### src/rtl/psimd_pkg.sv
package psimd_pkg;

  localparam int SPEC_W = 5;
  localparam logic [SPEC_W-1:0] SPEC_LIMIT = 5'd30;
  localparam logic [1:0] MODE_WRAP = 2'b00;
  localparam logic [1:0] MODE_SAT  = 2'b01;

  typedef enum logic [1:0] {
    CLS_S8  = 2'd0,
    CLS_U8  = 2'd1,
    CLS_S16 = 2'd2,
    CLS_U16 = 2'd3
  } laneClass_e;

  typedef struct packed {
    logic wide;
    logic signedOp;
    logic subtract;
    logic saturate;
    logic halve;
    logic illegal;
  } strobes_t;

endpackage

### src/rtl/psimd_lane.sv
module psimd_lane #(
  parameter int L = 8
) (
  input  logic [L-1:0] a,
  input  logic [L-1:0] b,
  input  logic         signedOp,
  input  logic         subtract,
  input  logic         saturate,
  input  logic         halve,
  output logic [L-1:0] y,
  output logic         clamped
);
  localparam int XW = L + 2;

  logic signed [XW-1:0] extA, extB, exact, maxV, minV;
  logic over, under;

  always_comb begin
    extA  = {{2{signedOp & a[L-1]}}, a};
    extB  = {{2{signedOp & b[L-1]}}, b};
    exact = subtract ? (extA - extB) : (extA + extB);
    maxV  = signedOp ? {3'b000, {(L-1){1'b1}}} : {2'b00, {L{1'b1}}};
    minV  = signedOp ? {3'b111, {(L-1){1'b0}}} : '0;
    over  = exact > maxV;
    under = exact < minV;
    clamped = saturate & (over | under);
    if (halve)                 y = exact[L:1];
    else if (saturate && over) y = maxV[L-1:0];
    else if (saturate && under) y = minV[L-1:0];
    else                       y = exact[L-1:0];
  end
endmodule

### src/rtl/psimd_ctrl.sv
module psimd_ctrl
  import psimd_pkg::*;
(
  input  logic              isSub,
  input  logic              halve,
  input  logic [1:0]        mode,
  input  logic [SPEC_W-1:0] dstSpec,
  input  logic [SPEC_W-1:0] srcASpec,
  input  logic [SPEC_W-1:0] srcBSpec,
  output strobes_t          strb
);
  laneClass_e dstCls, aCls, bCls;
  logic classMismatch, reservedSpec, modeBad;

  always_comb begin
    dstCls = laneClass_e'(dstSpec[4:3]);
    aCls   = laneClass_e'(srcASpec[4:3]);
    bCls   = laneClass_e'(srcBSpec[4:3]);
    classMismatch = (dstCls != aCls) || (dstCls != bCls);
    reservedSpec  = (dstSpec >= SPEC_LIMIT) || (srcASpec >= SPEC_LIMIT) ||
                    (srcBSpec >= SPEC_LIMIT);
    modeBad = mode[1] || (halve && (mode != MODE_WRAP));

    strb.wide     = (dstCls == CLS_S16) || (dstCls == CLS_U16);
    strb.signedOp = (dstCls == CLS_S8) || (dstCls == CLS_S16);
    strb.subtract = isSub;
    strb.saturate = (mode == MODE_SAT) && !halve;
    strb.halve    = halve;
    strb.illegal  = classMismatch || reservedSpec || modeBad;
  end
endmodule

### src/rtl/psimd_datapath.sv
module psimd_datapath
  import psimd_pkg::*;
#(
  parameter int WORD_W = 32
) (
  input  logic              clk,
  input  logic              rstN,
  input  logic              inValid,
  input  strobes_t          strb,
  input  logic [WORD_W-1:0] opA,
  input  logic [WORD_W-1:0] opB,
  output logic              outValid,
  output logic [WORD_W-1:0] result,
  output logic              satFlag,
  output logic              illegalFlag
);
  localparam int N8  = WORD_W / 8;
  localparam int N16 = WORD_W / 16;

  logic [WORD_W-1:0] res8, res16, picked;
  logic [N8-1:0]     clamp8;
  logic [N16-1:0]    clamp16;
  logic              anyClamp;

  for (genvar g = 0; g < N8; g++) begin : gLane8
    psimd_lane #(.L(8)) uLane (
      .a(opA[g*8 +: 8]), .b(opB[g*8 +: 8]),
      .signedOp(strb.signedOp), .subtract(strb.subtract),
      .saturate(strb.saturate), .halve(strb.halve),
      .y(res8[g*8 +: 8]), .clamped(clamp8[g])
    );
  end

  for (genvar g = 0; g < N16; g++) begin : gLane16
    psimd_lane #(.L(16)) uLane (
      .a(opA[g*16 +: 16]), .b(opB[g*16 +: 16]),
      .signedOp(strb.signedOp), .subtract(strb.subtract),
      .saturate(strb.saturate), .halve(strb.halve),
      .y(res16[g*16 +: 16]), .clamped(clamp16[g])
    );
  end

  always_comb begin
    picked   = strb.wide ? res16 : res8;
    anyClamp = strb.wide ? (|clamp16) : (|clamp8);
  end

  always_ff @(posedge clk) begin
    if (!rstN) begin
      outValid    <= 1'b0;
      result      <= '0;
      satFlag     <= 1'b0;
      illegalFlag <= 1'b0;
    end else begin
      outValid <= inValid;
      if (inValid) begin
        result      <= strb.illegal ? '0 : picked;
        satFlag     <= !strb.illegal && anyClamp;
        illegalFlag <= strb.illegal;
      end else begin
        satFlag     <= 1'b0;
        illegalFlag <= 1'b0;
      end
    end
  end
endmodule

### src/rtl/packed_simd_addsub.sv
module packed_simd_addsub
  import psimd_pkg::*;
#(
  parameter int WORD_W = 32
) (
  input  logic              clk,
  input  logic              rstN,
  input  logic              inValid,
  input  logic              isSub,
  input  logic              halve,
  input  logic [1:0]        mode,
  input  logic [4:0]        dstSpec,
  input  logic [4:0]        srcASpec,
  input  logic [4:0]        srcBSpec,
  input  logic [WORD_W-1:0] opA,
  input  logic [WORD_W-1:0] opB,
  output logic              outValid,
  output logic [WORD_W-1:0] result,
  output logic              satFlag,
  output logic              illegalFlag
);
  strobes_t strb;

  psimd_ctrl uCtrl (
    .isSub(isSub), .halve(halve), .mode(mode),
    .dstSpec(dstSpec), .srcASpec(srcASpec), .srcBSpec(srcBSpec),
    .strb(strb)
  );

  psimd_datapath #(.WORD_W(WORD_W)) uDp (
    .clk(clk), .rstN(rstN), .inValid(inValid), .strb(strb),
    .opA(opA), .opB(opB),
    .outValid(outValid), .result(result),
    .satFlag(satFlag), .illegalFlag(illegalFlag)
  );
endmodule

### config.mk
export PLATFORM = sky130hd
export DESIGN_NAME = packed_simd_addsub
export DESIGN_NICKNAME = d
export VERILOG_FILES = /design/src/rtl/psimd_pkg.sv /design/src/rtl/psimd_lane.sv /design/src/rtl/psimd_ctrl.sv /design/src/rtl/psimd_datapath.sv /design/src/rtl/packed_simd_addsub.sv
export SDC_FILE = /design/constraint.sdc
export NUM_CORES = 1
export LEC_CHECK = 0
export ABC_AREA = 1
export ABC_CLOCK_PERIOD_IN_PS = 4600
export BUFFER_PORTS_ARGS = -buffer_cell sky130_fd_sc_hd__clkbuf_2
export CAP_MARGIN = 10
export CORE_MARGIN = 8
export CORE_UTILIZATION = 30
export CTS_BUF_LIST = sky130_fd_sc_hd__clkbuf_4 sky130_fd_sc_hd__clkbuf_8 sky130_fd_sc_hd__clkbuf_16
export DETAILED_ROUTE_END_ITERATION = 10
export SETUP_SLACK_MARGIN = 0.5
export SLEW_MARGIN = 20
export SYNTH_ARGS = -nofsm -noshare
export SYNTH_HDL_FRONTEND = slang
export SYNTH_SLANG_ARGS = --single-unit
### constraint.sdc
create_clock -name clk -period 4.6 [get_ports clk]
set_clock_uncertainty 0.05 [all_clocks]
set_input_delay 0.23 -clock clk [delete_from_list [all_inputs] [get_ports clk]]
set_output_delay 0.23 -clock clk [all_outputs]
set_load 0.02 [all_outputs]
==> results.md, run 1 <==
- After detailed placement, the total cell area comes to 8662 um^2.
- The final weighted congestion in routability-driven placement is 0.8610.
- The worst setup path is launched from an input pin.
- The post-route cell area is 9414 um^2.
- Of the cells placed in the final design, the portion with a size suffix greater than 1 is 0.2164.
- In the routed design, unresolved DRC markers number 0.
- The number of CTS-inserted buffers is 5.
- The global-route wire length before repair is 38.85 mm.
- The clock period minus final worst setup slack is 3.835 ns.
- Setup violations remaining at the end of the flow were counted as 0.
- The post-route clock period utilization is 0.8336.
- The data required time of the critical path is 4.73 ns.
- The horizontal die dimension is 177.1 um.
- Static timing analysis puts the maximum clock frequency at 0.2608 GHz.
- After clock tree synthesis, the clock-pin slew on the worst setup and hold paths is 0.05 ns.
- The count of nets left with antenna violations after detail routing is 0.
- Counting every sink on the clock net gives 35.
- Setup total negative slack on the finished layout was measured at 0 ns.
- Of all nets on the critical path, the largest fanout is 6.
- The final hold violation count is 0.
- Counting along the longest clock path gives a buffer depth of 2.
- The worst register-to-register path has a depth of 2.
- The routed layout has 8698 vias.
- The arrival time reported for the critical path endpoint is 3.96 ns.
- The smallest setup slack after layout is 0.7655 ns.
- The class of the tightest hold or removal check is input pin to flop.
- For flop-to-flop paths, the worst setup slack is 3.88 ns.
- After the last flow step, the layout net total stands at 1668.
- In the final routed layout, each cell accounts on average for 13.30 um.
- The layer carrying the most global-route usage is met2.
- The worst setup path is captured at a flop.
- The area used by sequential logic in the layout is 700.7 um^2.
- The global-route track usage on met2 is 0.2333.
- Yosys instantiated no cell more often than sky130_fd_sc_hd__nand2_1.
- The half-perimeter wire length after detailed placement is 20.00 mm.
- The detailed router finished its first iteration with 590 violations.
- The number of max-slew violations in the final report was 0.
- In this run the core area contains 59 standard-cell rows.
- The slowest stage of the critical path is the sky130_fd_sc_hd__ha_1 cell.
- At the placement stage, the worst setup path has a slack of 0.1123 ns.
- The tightest slew margin relative to the limit is 0.3071.
- The worst hold path passes through 3 cells.
- The core region is 25760 um^2.
- The leakage power summed over all cells is 5.090 nW.
- In this run the cell area of the synthesized design comes to 7786 um^2.
- The proportion of synthesized chip area in sequential cells is 0.08999.
- The number of global-route vias before repair is 7932.
- The number of port buffers is 117.
- For this run, global-route usage on met3 was measured as 0.01664.
- The maximum number of pins on one net before global-route repair is 54.
- The endpoint identified for the worst register-to-register timing path is uDp.result[8]$_SDFFE_PN0P_.
- The flow ran to the end, and the final reports show no timing, DRC or antenna violations.
- The average cell area after synthesis is 5.713 um^2.
- For this design the ratio of total power to cell area is 234.0 nW/um^2.
- The synthesized design contains 35 register bits.
- In the global route stage, overall resource usage came out at 0.1480.
- When the netlist entered floorplanning its net count stood at 1535.
- The global-route congestion overflow total is 0.
- The number of antenna diodes in the final layout is 0.
- For this run, the leading register cell type out of synthesis is sky130_fd_sc_hd__dfxtp_1.
- The floorplan step defined a die boundary enclosing 31360 um^2.
- Compared with the post-synthesis result, the final layout area differs by 20.91%.
- The initial utilization of the core area, before any placement, comes to 0.3022.
- The maximum vdd drop is 121.8 uV.
- The fraction of registers with async set/reset is 0.
- The share of synthesized area in the top cell type comes to 0.2058.
- The classification of the worst setup path is input pin to flop.
- TritonCTS built the clock tree.
- The cell seen most often among critical-path stages is sky130_fd_sc_hd__nand2_1.
- The cell type contributing the most total cell area after synthesis is sky130_fd_sc_hd__nand2_1.
- The filler cell count in the final layout is 2813.
- Counting every instance in the synthesized netlist gives 1363.
- At the pin with the least slew margin, the transition time is 1.039 ns.
- During synthesis, Yosys emitted a total of 0 warnings.
- In this design, the stage delay of the slowest critical-path cell is 0.33 ns.
- Counting flops with a built-in enable in the synthesized netlist gives 0.
- The tree is rooted in a sky130_fd_sc_hd__clkbuf_16.
- The met1 layer usage reported by global route is 0.2123.
- The vertical extent of the die is 177.1 um.
- The beginning of the worst register-to-register path is uDp.result[8]$_SDFFE_PN0P_.
- The path with the worst hold slack has its endpoint at uDp.outValid$_SDFF_PN0_.
- The startpoint identified for the worst hold timing path is inValid.
- Summing all multi-input logic gate instances after layout gives 6375 um^2.
- The latest clock arrival within the worst-skew pair is 0.28 ns.
- Setup repair after global routing could not meet its margin everywhere.
- The detailed-route vias per instance is 4.748.
- Yosys attributes the largest share of cell area to sky130_fd_sc_hd__nand2_1 21%, sky130_fd_sc_hd__ha_1 13%, sky130_fd_sc_hd__inv_1 10%, sky130_fd_sc_hd__dfxtp_1 9.0%, sky130_fd_sc_hd__a21oi_1 6.9%.
- The aggregate routed wire length is 24.36 mm.
- The H-tree was split into 2 levels.
- The detailed-routing iteration count for the pre-antenna-repair pass is 6.
- The count of maximum capacitance violations is 0.
- During I/O placement, the number of pins put on the boundary was 121.
- The initial antenna violation count was 0.
- The number of library cell types mapped by synthesis is 51.
- Counting instances in the post-synthesis netlist gives the leading cell types as 427 x sky130_fd_sc_hd__nand2_1, 214 x sky130_fd_sc_hd__inv_1, 108 x sky130_fd_sc_hd__a21oi_1, 87 x sky130_fd_sc_hd__nand3_1, 82 x sky130_fd_sc_hd__ha_1.
[metrics by stage]
stage | hold slack (ns) | util | power [mW] | instances
finish | 0.1187 | 0.3654 | 2.203 | 1832
global route | 0.1337 | 0.3654 | 2.434 | 1832
CTS | 0.1166 | 0.3436 | 2.063 | 1803
detailed placement | 0.4060 | 0.3362 | 1.692 | 1793
global placement | 0.4035 | 0.3362 | 1.676 | 1793
floorplan | 0.2912 | - | 1.369 | 1363
[where the power goes]
part	internal (mW)	leakage [nW]	switching [mW]
sequential	0.308	0.283	0.00207
combinational	0.580	4.73	0.959
clock	0.236	0.0806	0.117
total	1.12	5.09	1.08
[state kept, by name (all words and copies together), names as in the netlist]
signal           cells
uDp.illegalFlag      1
uDp.outValid         1
uDp.result          32
uDp.satFlag          1
[worst max-delay path: cells and delay by family]
kind	cells	cell delay, ns
compound gates	5	0.45
xor+xnor	1	0.15
fa+ha+maj	3	0.64
buf+inv	7	0.65
simple gates	20	1.81
[per-layer routing]
metal	part of all wire	up-vias
met5	0	-
met1	0.50	3823
li1	-	4640
met2	0.43	218
met3	0.050	17
met4	0.011	0
[worst max path at each step]
stage	startpoint	to	slack [ns]	depth (start not counted)
floorplan	opB[0]	uDp.result[2]$_SDFFE_PN0P_	0.77	34
global placement	opB[2]	uDp.result[4]$_SDFFE_PN0P_	0.19	29
detailed placement	opB[2]	uDp.result[4]$_SDFFE_PN0P_	0.11	29
CTS	opB[16]	uDp.result[20]$_SDFFE_PN0P_	0.50	30
global route	opB[0]	uDp.result[4]$_SDFFE_PN0P_	0.43	32
finish	opB[0]	uDp.result[10]$_SDFFE_PN0P_	0.77	36
[layout make-up]
type | instances | share of cell area
clock buffer | 8 | 0.01701
inverter | 225 | 0.08998
multi-input combinational | 1070 | 0.6772
sequential | 35 | 0.07443
tap | 335 | 0.04452
timing repair buffer | 159 | 0.09689
[layout by cell type (no fill, tap or decap), drive strengths merged, types with 3 or more instances in the layout]
cell / n
nand2: 447
inv: 223
clkbuf: 123
a21oi: 118
nand3: 103
nor2: 89
ha: 82
o21ai: 79
xor2: 51
buf: 44
dfxtp: 35
nand4: 27
nor3: 12
xnor2: 10
a31oi: 9
nand3b: 8
o211ai: 7
or2: 6
fa: 4
a211oi: 3
[cell families after synthesis]
group                    count (synthesis)  synth area share
XOR/XNOR                                61           0.07151
buffers and inverters                  259            0.1366
adder cells (fa/ha/maj)                 86            0.1421
AND/OR/NAND/NOR                        694            0.3969
flip-flops                              35           0.08999
AO/OA/AOI/OAI                          228            0.1629
[repair_timing]
item,CTS,global route
pin swaps,3,37
setup endpoints to repair,23,33
gates resized for setup,5,99
hold buffers,0,0
setup buffers,2,28
gates cloned,0,1
(Power assumes the default switching activity.)
==> run 2, diff against run 1 <==
--- a/config.mk
+++ b/config.mk
@@ -6,7 +6,7 @@
 export NUM_CORES = 1
 export LEC_CHECK = 0
 export ABC_AREA = 1
-export ABC_CLOCK_PERIOD_IN_PS = 4600
+export ABC_CLOCK_PERIOD_IN_PS = 3280
 export BUFFER_PORTS_ARGS = -buffer_cell sky130_fd_sc_hd__clkbuf_2
 export CAP_MARGIN = 10
 export CORE_MARGIN = 8
==> constraint.sdc (replaced) <==
create_clock -name clk -period 3.28 [get_ports clk]
set_clock_uncertainty 0.05 [all_clocks]
set_input_delay 0.164 -clock clk [delete_from_list [all_inputs] [get_ports clk]]
set_output_delay 0.164 -clock clk [all_outputs]
set_load 0.02 [all_outputs]
==> results.md, run 2 (synthesized netlist as in run 1, its figures left out) <==
- The detailed-routing iteration count for the pre-antenna-repair pass is 5 (was 6).
- The critical path's top delay family is simple AND/OR/NAND/NOR gates (unchanged).
- Unrepaired setup endpoints after global routing: true (unchanged).
- The area used by sequential logic in the layout came to 700.7 um^2 (unchanged).
- The maximum vdd drop was 164.8 uV (was 121.8 uV).
- The most common cell after layout, fill and taps aside is sky130_fd_sc_hd__nand2_1 (unchanged).
- The number of flip-flops in the largest register is 32 (unchanged).
- The maximum level of the CTS H-tree is 2 (unchanged).
- The area of the placeable core is 25760 um^2 (unchanged).
- The number of max-slew violations in the final report came to 0 (unchanged).
- The final count of negative-setup-slack endpoints came to 33 (was 0).
- The final weighted congestion in routability-driven placement is 0.8725 (was 0.8610).
- The tightest slew margin relative to the limit is 0.4882 (was 0.3071).
- The clock net sink count came to 35 (unchanged).
- The class of the tightest hold or removal check is input pin to flop (unchanged).
- The number of global-route vias before repair came to 9162 (was 7932).
- The number of CTS-inserted buffers was 5 (unchanged).
- The register with the most flip-flops is uDp.result (unchanged).
- The area of the die is 31360 um^2 (unchanged).
- The residual DRC count is 0 (unchanged).
- The final hold violation count is 0 (unchanged).
- For the finished layout, the period the worst path requires is 3.555 ns.
- The per-cell routed wire length came to 12.99 um (was 13.30 um).
- The filler cell count in the final layout is 2585 (was 2813).
- The count of nets left with antenna violations after detail routing came to 0 (unchanged).
- The beginning of the worst register-to-register path is uDp.result[4]$_SDFFE_PN0P_ (was uDp.result[8]$_SDFFE_PN0P_).
- The register clock-pin slew on the reported worst setup and hold paths is 0.05 ns (about the same).
- The aggregate routed wire length is 27.98 mm (was 24.36 mm).
- The area growth from synthesis to layout is 62.43% (was 20.91%).
- The critical-path maximum fanout is 7 (was 6).
- The number of cells on the worst hold path is 3 (unchanged).
- The count of maximum capacitance violations is 0 (unchanged).
- The critical path buffer and inverter count is 6 (was 7).
- The global-route total usage across every layer is 0.1668 (was 0.1480).
- The horizontal die dimension was 177.1 um (unchanged).
- The multi-input combinational cell area is 7032 um^2 (was 6375 um^2).
- The root buffer cell is sky130_fd_sc_hd__clkbuf_16 (unchanged).
- Result of the run: finished, violations left (was completed).
- The count of non-filler cells in the finished layout is 2154 (was 1832).
- The logic depth of the worst register-to-register path is 2 (unchanged).
- The global-route congestion overflow total is 0 (unchanged).
- The starting density of the core is 0.3022 (unchanged).
- The number of vias in the routed layout is 10087 (was 8698).
- The smallest setup slack after layout came to -0.2750 ns (was 0.7655 ns).
- The classification of the worst setup path was input pin to flop (unchanged).
- The half-perimeter wire length after detailed placement is 22.37 mm (was 20.00 mm).
- The pin slew with the least headroom to its limit is 0.7652 ns (was 1.039 ns).
- The maximum number of pins on one net before global-route repair is 52 (was 54).
- The number of placed instances with taps included was 2083 (was 1793).
- The maximum count of clock buffers along a single path is 2 (unchanged).
- The standard-cell row count is 59 (unchanged).
- The start point of the worst min-delay path was inValid (unchanged).
- Based on the critical path, the design can be clocked at up to 0.2813 GHz.
- The endpoint with the worst hold slack was uDp.outValid$_SDFF_PN0_ (unchanged).
- The leakage power summed over all cells is 6.812 nW (was 5.090 nW).
- The count of boundary I/O pins is 121 (unchanged).
- The CTS tree is yes (unchanged).
- The vertical extent of the die is 177.1 um (unchanged).
- The kind of start point of the critical path is an input pin (unchanged).
- Most frequent cells in the layout: 371 x sky130_fd_sc_hd__nand2_1, 347 x sky130_fd_sc_hd__buf_4, 196 x sky130_fd_sc_hd__inv_1, 111 x sky130_fd_sc_hd__clkbuf_2, 82 x sky130_fd_sc_hd__a21oi_1 (was 414 x sky130_fd_sc_hd__nand2_1, 203 x sky130_fd_sc_hd__inv_1, 115 x sky130_fd_sc_hd__clkbuf_2, 96 x sky130_fd_sc_hd__a21oi_1, 82 x sky130_fd_sc_hd__nand3_1).
- The arrival time reported for the critical path endpoint is 3.66 ns (was 3.96 ns).
- The global-route wire length before repair is 44.00 mm (was 38.85 mm).
- The detailed-route vias per instance is 4.683 (was 4.748).
- The data required time of the critical path was 3.38 ns (was 4.73 ns).
- The worst setup slack for register-to-register paths was 2.61 ns (was 3.88 ns).
- The cell seen most often among critical-path stages is sky130_fd_sc_hd__nand2_2 (was sky130_fd_sc_hd__nand2_1).
- The cell area power density is 333.0 nW/um^2 (was 234.0 nW/um^2).
- The delay contributed by the slowest stage of the critical path came to 0.38 ns (was 0.33 ns).
- The initial antenna violation count came to 0 (unchanged).
- Of the available clock period, the critical path in the final layout requires 1.084.
- The cell with the largest stage delay on the worst path is sky130_fd_sc_hd__ha_1 (unchanged).
- The number of DRC markers after the initial detailed-route iteration is 520 (was 590).
- The final reports fail on setup timing.
- The latest clock arrival within the worst-skew pair came to 0.28 ns (about the same).
- The post-placement cell area is 11070 um^2 (was 8662 um^2).
- The critical path capture point type is a flop (unchanged).
- The diode insertion count for antenna repair is 0 (unchanged).
- The number of nets in the layout came to 1990 (was 1668).
- The number of port buffers is 117 (unchanged).
- The share of post-route cells with drive strength above 1 is 0.4178 (was 0.2164).
- The post-route cell area is 12650 um^2 (was 9414 um^2).
- The endpoint of the lowest-slack register-to-register path is uDp.result[4]$_SDFFE_PN0P_ (was uDp.result[8]$_SDFFE_PN0P_).
==> run 2: report_power, final <==
part	total, mW	switching [mW]	leakage (nW)	internal, mW
logic	3.27	1.70	6.45	1.57
registers	0.435	0.00297	0.283	0.432
clock network	0.504	0.173	0.0806	0.331
==> run 2: area by class of cell <==
class                           count  area share
Sequential cell                    35     0.05540
Timing Repair Buffer              478      0.2727
Clock buffer                        8     0.01266
Tap cell                          335     0.03314
Multi-Input combinational cell   1073      0.5560
Inverter                          225     0.07014
==> run 2: timing repair <==
action                                  CTS  global route
resized for setup                        77           163
buffers inserted                         39            20
gates cloned                              4             0
hold buffers                              0             0
pin swaps                                56            78
endpoints found under the setup margin   33            33
==> run 2: stage by stage <==
| step | worst slack, ns | hold slack, ns | util | setup TNS [ns] | power (mW) |
|---|---|---|---|---|---|
| 2_1_floorplan | -0.1962 | 0.2252 | - | -3.426 | 1.965 |
| 3_3_place_gp | -0.8424 | 0.3471 | 0.4295 | -22.11 | 3.109 |
| 3_5_place_dp | -0.8408 | 0.3587 | 0.4295 | -23.53 | 3.141 |
| 4_1_cts | -0.2865 | 0.06576 | 0.4590 | -7.270 | 3.874 |
| 5_1_grt | -0.5418 | 0.08544 | 0.4909 | -15.78 | 4.580 |
| 6_report | -0.2750 | 0.06736 | 0.4909 | -7.223 | 4.212 |
==> run 2: how the worst max path moves through the flow <==
stage,from,endpoint,cells after the start
6_report,opB[1],uDp.result[3]$_SDFFE_PN0P_,30
5_1_grt,opB[1],uDp.result[9]$_SDFFE_PN0P_,35
4_1_cts,opB[16],uDp.result[31]$_SDFFE_PN0P_,30
3_5_place_dp,opB[16],uDp.result[29]$_SDFFE_PN0P_,31
3_3_place_gp,opB[16],uDp.result[29]$_SDFFE_PN0P_,31
2_1_floorplan,opB[2],uDp.result[2]$_SDFFE_PN0P_,28
==> run 2: tightest hold or removal path, stage by stage <==
cell and delay, ns:
sky130_fd_sc_hd__clkbuf_2 0.09, sky130_fd_sc_hd__nand2_1 0.06, sky130_fd_sc_hd__inv_1 0.05
==> run 2: routing by layer <==
metal  track usage  wire length, um
met3       0.01728             1374
met1        0.2334            13510
met5             0                0
met4       0.04413              480
met2        0.2670            12620
==> run 3, diff against run 2 <==
--- a/config.mk
+++ b/config.mk
@@ -5,7 +5,6 @@
 export SDC_FILE = /design/constraint.sdc
 export NUM_CORES = 1
 export LEC_CHECK = 0
-export ABC_AREA = 1
 export ABC_CLOCK_PERIOD_IN_PS = 3280
 export BUFFER_PORTS_ARGS = -buffer_cell sky130_fd_sc_hd__clkbuf_2
 export CAP_MARGIN = 10
==> results.md, run 3 <==
- The post-synthesis cell count came to 949 (was 1363).
- The prevailing post-synth register cell was sky130_fd_sc_hd__dfxtp_1 (unchanged).
- The number of vias in the routed layout is 8926 (was 10087).
- The share of post-route cells with drive strength above 1 is 0.4248 (was 0.4178).
- The number of synthesized flops with an enable pin is 0 (unchanged).
- Most frequent cells in the layout: 335 x sky130_fd_sc_hd__buf_4, 111 x sky130_fd_sc_hd__clkbuf_2, 88 x sky130_fd_sc_hd__nor2_1, 78 x sky130_fd_sc_hd__ha_1, 73 x sky130_fd_sc_hd__a21oi_1 (was 371 x sky130_fd_sc_hd__nand2_1, 347 x sky130_fd_sc_hd__buf_4, 196 x sky130_fd_sc_hd__inv_1, 111 x sky130_fd_sc_hd__clkbuf_2, 82 x sky130_fd_sc_hd__a21oi_1).
- The number of max-slew violations in the final report came to 0 (unchanged).
- The maximum number of pins on one net before global-route repair was 54 (was 52).
- The fraction of registers with async set/reset is 0 (unchanged).
- The proportion of synthesized chip area in sequential cells is 0.1028 (was 0.08999).
- The tightest slew margin relative to the limit is 0.5914 (was 0.4882).
- The number of flip-flops in the largest register is 32 (unchanged).
- The total negative setup slack is -25.74 ns (was -7.223 ns).
- The worst-case hold slack came to 0.2397 ns (was 0.06736 ns).
- The final weighted congestion in routability-driven placement was 0.8797 (was 0.8725).
- The post-cts hold buffer count was 0 (unchanged).
- The starting density of the core is 0.3037 (was 0.3022).
- Result of the run: finished, violations left (unchanged).
- The final count of negative-setup-slack endpoints is 33 (unchanged).
- The highest attainable clock frequency is 0.2309 GHz (was 0.2813 GHz).
- The clock period minus final worst setup slack is 4.330 ns (was 3.555 ns).
- The arrival time reported for the critical path endpoint came to 4.47 ns (was 3.66 ns).
- The global-route congestion overflow total came to 0 (unchanged).
- The most common cell after layout, fill and taps aside is sky130_fd_sc_hd__buf_4 (was sky130_fd_sc_hd__nand2_1).
- The CTS tree is yes (unchanged).
- The average cell area after synthesis came to 7.179 um^2 (was 5.713 um^2).
- The global-route total usage across every layer is 0.1853 (was 0.1668).
- The register with the most flip-flops is uDp.result (unchanged).
- The critical path capture point type was a flop (unchanged).
- The end point of the critical path was uDp.result[22]$_SDFFE_PN0P_ (was uDp.result[3]$_SDFFE_PN0P_).
- The per-cell routed wire length is 16.07 um (was 12.99 um).
- The worst slack at placement came to -1.283 ns (was -0.8408 ns).
- Unrepaired setup endpoints after global routing: true (unchanged).
- Synth cell count leaders: 96 x sky130_fd_sc_hd__nor2_1, 84 x sky130_fd_sc_hd__a21oi_1, 82 x sky130_fd_sc_hd__ha_1, 68 x sky130_fd_sc_hd__nand2_1, 61 x sky130_fd_sc_hd__xnor2_1 (was 427 x sky130_fd_sc_hd__nand2_1, 214 x sky130_fd_sc_hd__inv_1, 108 x sky130_fd_sc_hd__a21oi_1, 87 x sky130_fd_sc_hd__nand3_1, 82 x sky130_fd_sc_hd__ha_1).
- The number of port buffers came to 117 (unchanged).
- The data required time of the critical path is 3.42 ns (was 3.38 ns).
- The synthesized netlist net count was 1121 (was 1535).
- The smallest setup slack after layout is -1.050 ns (was -0.2750 ns).
- The area of the die is 27790 um^2 (was 31360 um^2).
- The logic depth of the worst register-to-register path was 3 (was 2).
- The vertical extent of the die came to 166.7 um (was 177.1 um).
- The detailed-route vias per instance came to 5.310 (was 4.683).
- The count of boundary I/O pins was 121 (unchanged).
- The kind of start point of the critical path was an input pin (unchanged).
- The maximum vdd drop is 201.6 uV (was 164.8 uV).
- Most area-consuming cells after synthesis: sky130_fd_sc_hd__ha_1 15%, sky130_fd_sc_hd__dfxtp_1 10%, sky130_fd_sc_hd__xnor2_1 7.8%, sky130_fd_sc_hd__a21oi_1 6.2%, sky130_fd_sc_hd__nor2_1 5.3% (was sky130_fd_sc_hd__nand2_1 21%, sky130_fd_sc_hd__ha_1 13%, sky130_fd_sc_hd__inv_1 10%, sky130_fd_sc_hd__dfxtp_1 9.0%, sky130_fd_sc_hd__a21oi_1 6.9%).
- The half-perimeter wire length after detailed placement came to 21.21 mm (was 22.37 mm).
- The root buffer cell is sky130_fd_sc_hd__clkbuf_16 (unchanged).
- The maximum count of clock buffers along a single path is 2 (unchanged).
- The global-route wire length before repair was 43.55 mm (was 44.00 mm).
- The critical-path maximum fanout was 3 (was 7).
- The pin slew with the least headroom to its limit is 0.6129 ns (was 0.7652 ns).
- The initial antenna violation count was 0 (unchanged).
- The overall power is 3.734 mW (was 4.212 mW).
- The residual DRC count is 0 (unchanged).
- The synthesized cell area is 6813 um^2 (was 7786 um^2).
- The beginning of the worst register-to-register path is uDp.result[31]$_SDFFE_PN0P_ (was uDp.result[4]$_SDFFE_PN0P_).
- The filler cell count in the final layout is 2183 (was 2585).
- The number of library cell types mapped by synthesis was 76 (was 51).
- The most frequent cell after synthesis is sky130_fd_sc_hd__nor2_1 (was sky130_fd_sc_hd__nand2_1).
- The worst setup slack for register-to-register paths is 2.17 ns (was 2.61 ns).
- The area growth from synthesis to layout is 65.23% (was 62.43%).
- The number of global-route vias before repair came to 9031 (was 9162).
- The classification of the worst setup path is input pin to flop (unchanged).
- The endpoint of the lowest-slack register-to-register path is uDp.result[31]$_SDFFE_PN0P_ (was uDp.result[4]$_SDFFE_PN0P_).
- The count of maximum capacitance violations was 0 (unchanged).
- The cell type contributing the most total cell area after synthesis is sky130_fd_sc_hd__ha_1 (was sky130_fd_sc_hd__nand2_1).
- The leakage power summed over all cells is 5.454 nW (was 6.812 nW).
- The register clock-pin slew on the reported worst setup and hold paths is 0.06 ns (was 0.05 ns).
- The area of the placeable core was 22430 um^2 (was 25760 um^2).
- The standard-cell row count is 55 (was 59).
- The aggregate routed wire length is 27.02 mm (was 27.98 mm).
- The number of synthesized register bits is 35 (unchanged).
- The timing startpoint of the critical path is opB[16] (was opB[1]).
- The number of nets in the layout is 1567 (was 1990).
- The count of nets left with antenna violations after detail routing was 0 (unchanged).
- The number of DRC markers after the initial detailed-route iteration is 585 (was 520).
- The class of the tightest hold or removal check is input pin to flop (unchanged).
- The latest clock arrival within the worst-skew pair is 0.28 ns (about the same).
- The detailed-routing iteration count for the pre-antenna-repair pass is 6 (was 5).
- The clock net sink count is 35 (unchanged).
- The top cell type's share of synthesized area is 0.1506 (was 0.2058).
- The final hold violation count is 0 (unchanged).
- The horizontal die dimension is 166.7 um (was 177.1 um).
- The total number of yosys warnings is 0 (unchanged).
- Violated checks: setup timing (unchanged).
- The diode insertion count for antenna repair is 0 (unchanged).
- The post-route clock period utilization is 1.320 (was 1.084).
- The maximum level of the CTS H-tree is 2 (unchanged).
- The cell area power density was 331.7 nW/um^2 (was 333.0 nW/um^2).
- The number of CTS-inserted buffers is 5 (unchanged).
[run 3: cell types whose count changed in the layout (fill, tap and decap cells not counted), sizes merged, moves of 28 or more]
cell / change
xnor2: +51
a21oi: -33
nand3: -91
nand2: -382
xor2: -28
inv: -169
[run 3: layout make-up]
| type | instances | area (um^2) | share of cell area |
|---|---|---|---|
| sequential | 35 | 700.7 | 0.06224 |
| multi-input combinational | 819 | 6334 | 0.5626 |
| clock buffer | 6 | 132.6 | 0.01178 |
| timing repair buffer | 478 | 3486 | 0.3097 |
| tap | 285 | 356.6 | 0.03168 |
| clock inverter | 2 | 12.51 | 0.001111 |
| inverter | 56 | 235.2 | 0.02090 |
[run 3: timing repair]
action / 4_1_cts / 5_1_grt
pin swaps: 68 / 41
buffers inserted: 40 / 8
setup endpoints to repair: 33 / 33
resized for setup: 71 / 43
[run 3: kinds of logic (layout without fill, tap and decap cells)]
kind of cell / after synthesis / in the layout / synth area share
AO/OA/AOI/OAI: 320 / 320 / 0.3209
AND/OR/NAND/NOR: 310 / 310 / 0.2241
buffers and inverters: 95 / 542 / 0.05271
adder cells (fa/ha/maj): 86 / 86 / 0.1624
XOR/XNOR: 84 / 84 / 0.1080
flip-flops: 35 / 35 / 0.1028
multiplexers: 19 / 19 / 0.02920
[run 3: through the flow]
step,std cells,utilization,area [um^2]
floorplan,949,-,7108
global placement,1625,0.4549,10200
detailed placement,1625,0.4549,10200
CTS,1673,0.4900,10990
global route,1681,0.5018,11260
finish,1681,0.5018,11260
[run 3: where the power goes]
part           leakage (nW)  internal (mW)  total (mW)  switching, mW
logic                  5.10           1.49        2.82           1.33
clock network        0.0703          0.289       0.482          0.193
registers             0.282          0.429       0.431        0.00210
[run 3: worst min path at each step]
stage | cells past startpoint | to | slack (ns) | startpoint
floorplan | 2 | uDp.outValid$_SDFF_PN0_ | 0.30 | inValid
global placement | 2 | uDp.result[6]$_SDFFE_PN0P_ | 0.38 | uDp.result[6]$_SDFFE_PN0P_
detailed placement | 2 | uDp.result[1]$_SDFFE_PN0P_ | 0.38 | uDp.result[1]$_SDFFE_PN0P_
CTS | 2 | uDp.result[25]$_SDFFE_PN0P_ | 0.23 | rstN
global route | 2 | uDp.result[14]$_SDFFE_PN0P_ | 0.24 | rstN
finish | 2 | uDp.result[25]$_SDFFE_PN0P_ | 0.24 | rstN
[run 3: critical path, stage by stage]
cell and delay (ns):
sky130_fd_sc_hd__buf_2 0.11, sky130_fd_sc_hd__buf_4 0.13, sky130_fd_sc_hd__nor3_2 0.17, sky130_fd_sc_hd__and3b_2 0.25, sky130_fd_sc_hd__a21oi_2 0.06, sky130_fd_sc_hd__xnor2_1 0.13, sky130_fd_sc_hd__ha_1 0.34, sky130_fd_sc_hd__o21ai_1 0.18
sky130_fd_sc_hd__o21bai_1 0.11, sky130_fd_sc_hd__a21o_1 0.16, sky130_fd_sc_hd__a221o_1 0.38, sky130_fd_sc_hd__a21o_1 0.18, sky130_fd_sc_hd__a21oi_2 0.13, sky130_fd_sc_hd__xor2_1 0.10, sky130_fd_sc_hd__buf_4 0.14, sky130_fd_sc_hd__buf_6 0.11
sky130_fd_sc_hd__buf_6 0.10, sky130_fd_sc_hd__buf_6 0.11, sky130_fd_sc_hd__ha_4 0.15, sky130_fd_sc_hd__nor2b_4 0.14, sky130_fd_sc_hd__nor4b_4 0.07, sky130_fd_sc_hd__o21a_1 0.21, sky130_fd_sc_hd__buf_4 0.14, sky130_fd_sc_hd__buf_6 0.11
sky130_fd_sc_hd__buf_4 0.12, sky130_fd_sc_hd__a31o_4 0.25, sky130_fd_sc_hd__o32ai_2 0.20
[run 3: layer usage]
layer  global-route usage  part of all wire
met5                    0                 0
met4              0.05719             0.026
met3              0.02175             0.055
met2               0.3379              0.50
met1               0.2229              0.42
